<file path="config.mk">
export PLATFORM = sky130hd
export DESIGN_NAME = nest_irq_ctrl
export DESIGN_NICKNAME = d
export VERILOG_FILES = /design/src/rtl/nilc_pkg.sv /design/src/rtl/nilc_pick.sv /design/src/rtl/nilc_ctl_regs.sv /design/src/rtl/nilc_top_src.sv /design/src/rtl/nilc_level_stack.sv /design/src/rtl/nest_irq_ctrl.sv
export SDC_FILE = /design/constraint.sdc
export NUM_CORES = 1
export LEC_CHECK = 0
export BUFFER_PORTS_ARGS = -buffer_cell sky130_fd_sc_hd__buf_4
export CORE_MARGIN = 1
export CORE_UTILIZATION = 51
export DETAILED_ROUTE_END_ITERATION = 16
export PLACE_DENSITY = 0.83
export SYNTH_ARGS = -nofsm -noshare
export SYNTH_HDL_FRONTEND = slang
export SYNTH_HIERARCHICAL = 1
export SYNTH_SLANG_ARGS = --single-unit
</file>
<file path="constraint.sdc">
create_clock -name clk -period 2.9 [get_ports clk]
set_input_delay 0.435 -clock clk [delete_from_list [all_inputs] [get_ports clk]]
set_output_delay 0.435 -clock clk [all_outputs]
set_load 0.05 [all_outputs]
</file>
<file path="src/rtl/nilc_pkg.sv">
package nilc_pkg;

   // Vector/control register layout, MSB first.
   typedef struct packed {
      logic [3:0] vhi;        // vector nibble, not reset
      logic       wait_en;    // stored only
      logic       a0_ext;     // 1: channel A0 from external pin
      logic       top_nmi;    // 1: top-level source is the NMI pin
      logic       trig_rise;  // 1: rising NMI edge, 0: falling
   } vctl_t;

   localparam logic [3:0] VCTL_LOW_RST = 4'b0110;

endpackage

</file>
<file path="src/rtl/nilc_pick.sv">
// Lowest-index set bit finder; returns W when no bit is set.
module nilc_pick #(
   parameter int W  = 7,
   parameter int IW = 3
) (
   input  logic [W-1:0]  vec_i,
   output logic          any_o,
   output logic [IW-1:0] idx_o
);

   always_comb begin
      idx_o = IW'(W);
      for (int i = W - 1; i >= 0; i--) begin
         if (vec_i[i]) idx_o = IW'(i);
      end
   end

   assign any_o = |vec_i;

endmodule

</file>
<file path="src/rtl/nilc_ctl_regs.sv">
module nilc_ctl_regs
   import nilc_pkg::*;
(
   input  logic       clk,
   input  logic       rst_n,
   input  logic       wr_en_i,
   input  logic       wr_sel_i,
   input  logic [7:0] wr_data_i,
   output vctl_t      vctl_o,
   output logic       nm_o
);

   logic [3:0] vhi_q;
   logic [3:0] low_q;
   logic       nm_q;

   // Vector nibble carries no reset.
   always_ff @(posedge clk) begin
      if (wr_en_i && !wr_sel_i) vhi_q <= wr_data_i[7:4];
   end

   always_ff @(posedge clk) begin
      if (!rst_n) begin
         low_q <= VCTL_LOW_RST;
      end else if (wr_en_i && !wr_sel_i) begin
         low_q <= wr_data_i[3:0];
      end
   end

   // Set-only; reset is the sole way back to 0.
   always_ff @(posedge clk) begin
      if (!rst_n) begin
         nm_q <= 1'b0;
      end else if (wr_en_i && wr_sel_i && wr_data_i[7]) begin
         nm_q <= 1'b1;
      end
   end

   assign vctl_o = vctl_t'({vhi_q, low_q});
   assign nm_o   = nm_q;

endmodule

</file>
<file path="src/rtl/nilc_top_src.sv">
module nilc_top_src #(
   parameter int SYNC_STAGES = 2
) (
   input  logic clk,
   input  logic rst_n,
   input  logic nmi_i,
   input  logic wdg_i,
   input  logic trig_rise_i,
   input  logic src_nmi_i,
   input  logic ack_i,
   output logic pend_o
);

   logic [SYNC_STAGES-1:0] sync_q;
   logic                   prev_q;
   logic                   pend_q;
   logic                   pin_s;
   logic                   edge_hit;
   logic                   evt;

   generate
      if (SYNC_STAGES == 2) begin : g_sync2
         always_ff @(posedge clk) begin
            if (!rst_n) sync_q <= '0;
            else        sync_q <= {sync_q[0], nmi_i};
         end
      end else begin : g_syncn
         always_ff @(posedge clk) begin
            if (!rst_n) sync_q <= '0;
            else        sync_q <= {sync_q[SYNC_STAGES-2:0], nmi_i};
         end
      end
   endgenerate

   assign pin_s = sync_q[SYNC_STAGES-1];

   always_ff @(posedge clk) begin
      if (!rst_n) prev_q <= 1'b0;
      else        prev_q <= pin_s;
   end

   assign edge_hit = trig_rise_i ? (pin_s & ~prev_q) : (~pin_s & prev_q);
   assign evt      = src_nmi_i ? edge_hit : wdg_i;

   // A new event outranks the acknowledge.
   always_ff @(posedge clk) begin
      if (!rst_n)     pend_q <= 1'b0;
      else if (evt)   pend_q <= 1'b1;
      else if (ack_i) pend_q <= 1'b0;
   end

   assign pend_o = pend_q;

endmodule

</file>
<file path="src/rtl/nilc_level_stack.sv">
module nilc_level_stack #(
   parameter int NUM_LEVELS = 7,
   parameter int LW         = 3
) (
   input  logic                  clk,
   input  logic                  rst_n,
   input  logic [NUM_LEVELS-1:0] req_i,
   input  logic                  gie_i,
   input  logic                  iret_i,
   output logic [LW-1:0]         cur_o,
   output logic [NUM_LEVELS-1:0] hold_o
);

   localparam logic [LW-1:0] IDLE = LW'(NUM_LEVELS);

   logic [LW-1:0]         cur_q;
   logic [NUM_LEVELS-1:0] hold_q;
   logic                  req_any;
   logic [LW-1:0]         req_idx;
   logic                  hold_any;
   logic [LW-1:0]         hold_idx;
   logic [NUM_LEVELS-1:0] cur_oh;
   logic [NUM_LEVELS-1:0] back_oh;
   logic                  take;

   nilc_pick #(.W(NUM_LEVELS), .IW(LW)) u_req_pick (
      .vec_i (req_i),
      .any_o (req_any),
      .idx_o (req_idx)
   );

   nilc_pick #(.W(NUM_LEVELS), .IW(LW)) u_hold_pick (
      .vec_i (hold_q),
      .any_o (hold_any),
      .idx_o (hold_idx)
   );

   always_comb begin
      for (int i = 0; i < NUM_LEVELS; i++) begin
         cur_oh[i]  = (cur_q == LW'(i));
         back_oh[i] = hold_any && (hold_idx == LW'(i));
      end
   end

   assign take = gie_i && req_any && (req_idx < cur_q) && !iret_i;

   // Return outranks a take in the same cycle.
   always_ff @(posedge clk) begin
      if (!rst_n) begin
         cur_q  <= IDLE;
         hold_q <= '0;
      end else if (iret_i) begin
         hold_q <= hold_q & ~back_oh;
         cur_q  <= hold_idx;
      end else if (take) begin
         hold_q <= hold_q | cur_oh;
         cur_q  <= req_idx;
      end
   end

   assign cur_o  = cur_q;
   assign hold_o = hold_q;

endmodule

</file>
<file path="src/rtl/nest_irq_ctrl.sv">
module nest_irq_ctrl
   import nilc_pkg::*;
#(
   parameter int NUM_LEVELS  = 7,
   parameter int SYNC_STAGES = 2
) (
   input  logic                               clk,
   input  logic                               rst_n,
   input  logic [NUM_LEVELS-1:0]              req_i,
   input  logic                               iret_i,
   input  logic                               gie_i,
   input  logic                               top_en_i,
   input  logic                               top_ack_i,
   input  logic                               wdg_eoc_i,
   input  logic                               nmi_i,
   input  logic                               ext_int_i,
   input  logic                               wr_en_i,
   input  logic                               wr_sel_i,
   input  logic [7:0]                         wr_data_i,
   output logic [$clog2(NUM_LEVELS+1)-1:0]    cur_level_o,
   output logic [NUM_LEVELS-1:0]              hold_o,
   output logic                               top_req_o,
   output logic [7:0]                         vec_o,
   output logic                               a0_irq_o
);

   localparam int LW = $clog2(NUM_LEVELS + 1);

   generate
      if (NUM_LEVELS < 1 || NUM_LEVELS > 15) begin : g_bad_levels
         $error("nest_irq_ctrl: NUM_LEVELS must lie in 1..15");
      end
      if (SYNC_STAGES < 2) begin : g_bad_sync
         $error("nest_irq_ctrl: SYNC_STAGES must be at least 2");
      end
   endgenerate

   vctl_t vctl;
   logic  nm_w;
   logic  pend_w;

   nilc_ctl_regs u_regs (
      .clk       (clk),
      .rst_n     (rst_n),
      .wr_en_i   (wr_en_i),
      .wr_sel_i  (wr_sel_i),
      .wr_data_i (wr_data_i),
      .vctl_o    (vctl),
      .nm_o      (nm_w)
   );

   nilc_top_src #(.SYNC_STAGES(SYNC_STAGES)) u_top (
      .clk         (clk),
      .rst_n       (rst_n),
      .nmi_i       (nmi_i),
      .wdg_i       (wdg_eoc_i),
      .trig_rise_i (vctl.trig_rise),
      .src_nmi_i   (vctl.top_nmi),
      .ack_i       (top_ack_i),
      .pend_o      (pend_w)
   );

   nilc_level_stack #(.NUM_LEVELS(NUM_LEVELS), .LW(LW)) u_stack (
      .clk    (clk),
      .rst_n  (rst_n),
      .req_i  (req_i),
      .gie_i  (gie_i),
      .iret_i (iret_i),
      .cur_o  (cur_level_o),
      .hold_o (hold_o)
   );

   assign top_req_o = pend_w & (nm_w | (gie_i & top_en_i));
   assign a0_irq_o  = vctl.a0_ext ? ext_int_i : wdg_eoc_i;
   assign vec_o     = vctl;

endmodule

</file>
==> reports/metrics.yaml, run 1 <==
outcome:
  status: "complete, no violations"
floorplan:
  fp-row-count: 17
  core_area_sq_um: 2210
  die_y_microns: 50.3
  ios: 46
  dieArea_sq_um: 2530
  start_util_pct: 53.8
  die_w_microns: 50.3
detailed_routing:
  viasPerCell: 5.63
  first_pass_iters: 4
  dr_total_vias: 1121
  drtIter0Drc: 26
  postRouteAntennaNets: 0
  avgRoutedWirePerCell_microns: 13.7
  wl_mm: 2.73
  drc: 0
layout:
  diodes: 0
  syn2layout_area_growth_pct: 31.9
  finalNetCount: 200
  drive_above_1_share_pct: 35.1
  fill_cells: 187
clock_tree:
  insertion_delay_ps: 310
  h-tree-depth: 1
  cts_tree: "built"
  cts_num_sinks: 23
  numCtsBuffers: 3
  hold_buffers: 0
  ctsResizeCount: 0
  clockBufferDepth: 2
  path_clk_slew_ps: 130
  post_cts_buffers: 0
  cts-root-buf: "clkbuf_4"
power_and_ir_drop:
  p_switching_w: 0.000194
  p_sw_share_pct: 29.8
  p_leak_nw: 0.705
  power_frac_comb_pct: 23.3
  clockPowerShare_pct: 22.8
  power_frac_seq_pct: 53.9
  intPower_w: 0.000456
  vdd_drop_max_mv: 0.366
  powerDensity_nw_per_um2: 414
place:
  dp_hpwl_mm: 2.07
  place_ws_ps: 473
  numPortBuffers: 45
  gp_congestion: 0.865
synth:
  synth_area_sq_um: 1190
  ys_top_cells_by_area: "dfxtp_1 (32%), edfxtp_1 (10%), inv_1 (4.4%)"
  synth_nets: 153
  post-synth-top-count-cell: "dfxtp_1"
  synth_edf_count: 4
  synth.distinct_cells: 38
  synth.avg_cell_area_sq_um: 9.53
  synth_top_area_share_pct: 31.9
  ys_warn_count: 6
  ys_seq_area_share_pct: 42.0
  synthTopCellsByCount: "dfxtp_1 (19), inv_1 (14), a21oi_1 (8), nand2_1 (8), nor3_1 (6)"
  async_flop_share_pct: 0
  syn_inst: 125
  ys_ff_latch: 23
  synth_area_leader_cell: "dfxtp_1"
  ys.flop_type: "dfxtp_1"
critical_path:
  r2r_end: "u_stack/hold_o[2]"
  required_ps: 3160
  end_kind: "register"
  worstPathMaxFanout: 10
  r2r_cells: 6
  cp.arrival_ps: 2400
  timing.setup.critical_path_class: "reg -> reg"
  reg2reg_from: "u_stack/cur_o[1]"
  ff2ff_setup_slack_ps: 750
  crit_end: "u_stack/hold_o[2]"
  start_kind: "register"
  cp-startpoint: "u_stack/cur_o[1]"
grt:
  antenna_found_initial: 0
  grtUsageTotal_pct: 24.7
  grt_pass1_wl_mm: 4.66
  grt_max_degree: 24
  grt_remaining_overflow: 0
  grt_pass1_vias: 1080
timing:
  post-route-min-period_ps: 2150
  slew_headroom_pct: 63.8
  rsz0062_at_grt: "no"
  setup_viol: 0
  finalCritPeriodShare_pct: 74.1
  hold_viol: 0
  slew_viol_final: 0
  clock_skew_ps: 10.7
  fmax_mhz: 466
  setup_ws_ps: 752
  fin_setup_tns_ps: 0
  worst_pin_slew_ps: 539
min_path:
  hold_class: "in -> reg"
job:
  cap_violations: 0
routing by layer:
| layer | global-route usage (%) | up-vias | part of all wire (%) |
|---|---|---|---|
| met4 | 13.0 | 0 | 1.9 |
| met2 | 44.7 | 41 | 52 |
| met5 | 0 | - | 0 |
| li1 | - | 549 | - |
| met3 | 4.24 | 5 | 4.9 |
| met1 | 27.3 | 526 | 42 |
metrics by stage:
step                total power (W)  utilization (%)  cell area [sq um]  hold WS [ps]  std cells
detailed placement         0.000508             69.9               1550           421        195
CTS                        0.000653             71.0               1570           289        199
global placement           0.000503             69.9               1550           419        195
global route               0.000681             71.0               1570           267        199
floorplan                  0.000448                -               1190           412        125
finish                     0.000650             71.0               1570           297        199
worst min path at each step:
stage | start | end | slack [ps] | cells past startpoint
floorplan | u_top/sync_q[0] | u_top/sync_q[1] | 410 | 1
global placement | u_top/sync_q[0] | u_top/sync_q[1] | 420 | 1
detailed placement | u_top/sync_q[0] | u_top/sync_q[1] | 420 | 1
CTS | wr_data_i[5] | u_regs/vhi_q[1] | 290 | 1
global route | wr_data_i[5] | u_regs/vhi_q[1] | 270 | 1
finish | wr_data_i[5] | u_regs/vhi_q[1] | 300 | 1
cell usage in the layout, fill, tap and decap left out, types with 3 or more instances in the layout:
master,count
a21boi_1,3
a21oi_1,8
buf_4,45
clkbuf_4,3
nand3b_1,4
nand2_1,8
nor2b_1,5
o221a_2,3
edfxtp_1,4
dfxtp_1,19
mux2i_1,4
nor3_1,6
o21ai_0,5
and2_1,3
nor2_1,4
inv_1,14
worst max-delay path, stage by stage (launching register included):
cell and delay, ps:
dfxtp_1 490, inv_1 140, ha_1 320, o21ai_0 300, o2111ai_4 230, or4_1 460, a21boi_1 160
sequential cells by signal, indices dropped and copies added, names as in the netlist:
register / count
u_regs/vhi_q: 4
u_regs/nm_o: 1
u_top/sync_q: 2
u_stack/hold_o: 7
u_top/prev_q: 1
u_regs/low_q: 4
u_stack/cur_o: 3
u_top/pend_o: 1
logic make-up after synthesis:
| kind of cell | synth area share, % |
|---|---|
| AND/OR/NAND/NOR | 26.7 |
| AO/OA/AOI/OAI | 18.6 |
| adder cells (fa/ha/maj) | 2.10 |
| buffers and inverters | 5.99 |
| multiplexers | 4.62 |
| flip-flops | 42.0 |
power groups by stage:
stage	Combinational, W	Sequential, W	Clock [W]
after floorplan	0.0000567	0.000391	0
final	0.000152	0.000350	0.000148
after CTS	0.000151	0.000350	0.000152
after global routing	0.000162	0.000352	0.000167
after detailed placement	0.000151	0.000357	0
after global placement	0.000147	0.000356	0
area by class of cell:
type                    count  area (sq um)  share of cell area, %
clock buffers               4          26.3                   1.67
multi-input cells          85           619                   39.4
flip-flops and latches     23           500                   31.8
repair buffers             45           338                   21.5
well taps                  28          35.0                   2.23
inverters                  14          52.6                   3.34
Power figures use the tool's default switching activity.
==> run 2: changes to the inputs <==
--- a/config.mk
+++ b/config.mk
@@ -7,9 +7,9 @@
 export LEC_CHECK = 0
 export BUFFER_PORTS_ARGS = -buffer_cell sky130_fd_sc_hd__buf_4
 export CORE_MARGIN = 1
-export CORE_UTILIZATION = 51
+export CORE_UTILIZATION = 43
 export DETAILED_ROUTE_END_ITERATION = 16
-export PLACE_DENSITY = 0.83
+export PLACE_DENSITY = 0.75
 export SYNTH_ARGS = -nofsm -noshare
 export SYNTH_HDL_FRONTEND = slang
 export SYNTH_HIERARCHICAL = 1
==> constraint.sdc (replaced) <==
create_clock -name clk -period 1.8 [get_ports clk]
set_input_delay 0.27 -clock clk [delete_from_list [all_inputs] [get_ports clk]]
set_output_delay 0.27 -clock clk [all_outputs]
set_load 0.05 [all_outputs]
==> reports/metrics.yaml, run 2 (synthesized netlist as in run 1, its figures left out) <==
clock_tree:
  hold_buffers: 0  # unchanged
  cts-root-buf: "clkbuf_4"
  path_clk_slew_ps: 130  # about the same
  h-tree-depth: 1  # unchanged
  cts_tree: "built"
  cts_num_sinks: 23  # unchanged
  insertion_delay_ps: 310  # about the same
  clockBufferDepth: 2  # unchanged
  numCtsBuffers: 3  # unchanged
critical_path:
  cp.arrival_ps: 2070  # -330 ps
  start_kind: "input port"
  timing.setup.critical_path_class: "in -> reg"
  required_ps: 2050  # -1110 ps
  end_kind: "register"
  worstPathMaxFanout: 5  # -5
power_and_ir_drop:
  finalPower_w: 0.00108  # +66%
  p_switching_w: 0.000332  # +71%
  p_leak_nw: 0.756  # +7.2%
  power_frac_comb_pct: 25.5  # +2.2 points
  p_sw_share_pct: 30.7  # +0.88 points
  vdd_drop_max_mv: 0.546  # +49%
  clockPowerShare_pct: 22.5  # -0.3 points
  power_frac_seq_pct: 52.0  # -1.9 points
  powerDensity_nw_per_um2: 641  # +55%
  intPower_w: 0.000748  # +64%
timing:
  hold_viol: 0  # unchanged
  post-route-min-period_ps: 1820
  finalCritPeriodShare_pct: 101
  rsz0062_at_grt: "yes"
  setup_ws_ps: -20.5  # -773 ps
  setup_viol: 2  # +2
  slew_viol_final: 0  # unchanged
  fmax_mhz: 549
  clock_skew_ps: 2.64  # -8.06 ps
  worst_pin_slew_ps: 481  # -57.9 ps
  slew_headroom_pct: 67.7  # +3.9 points
outcome:
  status: "complete, but fails checks"
  failed_checks: "setup timing"
layout:
  final_common_cell: "buf_4"
  multiInputGateArea_sq_um: 663  # +7.1%
  final_cell_mix: "buf_4 (53), dfxtp_1 (17), inv_1 (14)"
  finalNetCount: 209  # +4.5%
  fill_cells: 223  # +19%
  drive_above_1_share_pct: 42.2  # +7.1 points
  seqCellArea_sq_um: 505  # +1.0%
  largest_reg_flops: 7  # unchanged
  finalNonFillerCells: 210  # +5.5%
  diodes: 0  # unchanged
  syn2layout_area_growth_pct: 41.4
floorplan:
  core_area_sq_um: 2540  # +15%
  dieArea_sq_um: 2980  # +18%
  ios: 46  # unchanged
  fp-row-count: 18  # +1
  die_w_microns: 54.6  # +8.6%
  die_y_microns: 54.6  # +8.6%
  start_util_pct: 46.8  # -7.0 points
grt:
  grtUsageTotal_pct: 20.3  # -4.4 points
  grt_remaining_overflow: 0  # unchanged
  antenna_found_initial: 0  # unchanged
  grt_pass1_wl_mm: 4.25  # -8.7%
  grt_pass1_vias: 1005  # -6.9%
  grt_max_degree: 24  # unchanged
place:
  numPortBuffers: 45  # unchanged
  dp_cells: 204  # +4.6%
  place_ws_ps: -387  # -860 ps
  gp_congestion: 0.814  # -5.9%
  dp_hpwl_mm: 2.16  # +4.3%
detailed_routing:
  wl_mm: 2.96  # +8.4%
  drtIter0Drc: 17  # -35%
  first_pass_iters: 4  # unchanged
  dr_total_vias: 1191  # +6.2%
  avgRoutedWirePerCell_microns: 14.1  # +2.7%
  postRouteAntennaNets: 0  # unchanged
  viasPerCell: 5.67  # +0.68%
  drc: 0  # unchanged
min_path:
  hold_class: "in -> reg"
job:
  cap_violations: 0  # unchanged
==> run 2: cell types whose count changed in the layout (fill, tap and decap cells not counted), moves of 2 or more <==
cell and delta:
buf_4 +8, dfxtp_1 -2, nor3_1 -2, nor3_2 +2
==> run 2: cell type report <==
class / instances / share of cell area (%)
clock buffer: 3 / 1.34
tap: 30 / 2.23
sequential: 23 / 30.0
timing repair buffer: 53 / 23.6
inverter: 14 / 3.12
multi-input combinational: 86 / 39.4
clock inverter: 1 / 0.297
==> run 2: routing by layer <==
metal,vias up,GRT usage (%),wire length [microns],part of all wire [%]
met5,-,0,0,0
met1,564,23.7,1250,42
met4,0,12.4,48,1.6
met3,4,3.06,143,4.8
met2,49,34.3,1520,51
li1,574,-,-,-
==> run 2: through the flow <==
stage	utilization, %	area (sq um)	setup TNS (ps)	hold WS (ps)
after CTS	64.5	1640	0	112
after global routing	66.2	1680	-111	107
after detailed placement	63.2	1610	-2770	427
after floorplan	-	1200	-86.6	359
final	66.2	1680	-28.2	122
after global placement	63.2	1610	-1370	417
==> run 2: path summary, 6_finish.rpt <==
kind | from | end | slack [ps] | cells past startpoint
max | req_i[5] | u_stack/hold_o[0] | -20 | 9
min | wr_data_i[6] | u_regs/vhi_q[2] | 120 | 1
max reg2reg | u_stack/cur_o[1] | u_stack/hold_o[0] | 30 | 6
min reg2reg | u_top/sync_q[0] | u_top/sync_q[1] | 450 | 1
==> run 2: worst max-delay path: stages <==
cell       delay, ps
buf_4            120
nor2_4           120
nor3_2            50
nor3_2           230
ha_1             300
o21ai_4          190
o2111ai_4        180
or4_1            440
a21boi_1         160
==> run 2: what timing repair did <==
action,4_1_cts,5_1_grt
cloned,0,1
endpoints found under the setup margin,3,5
setup buffers,0,1
pin swaps,0,4
gates resized for setup,1,4
==> run 2: power groups by stage <==
stage,clock [W],combinational (W),sequential [W]
after floorplan,0,0.0000936,0.000630
after global placement,0,0.000253,0.000573
after detailed placement,0,0.000259,0.000574
after CTS,0.000250,0.000260,0.000562
after global routing,0.000269,0.000293,0.000565
final,0.000243,0.000275,0.000562
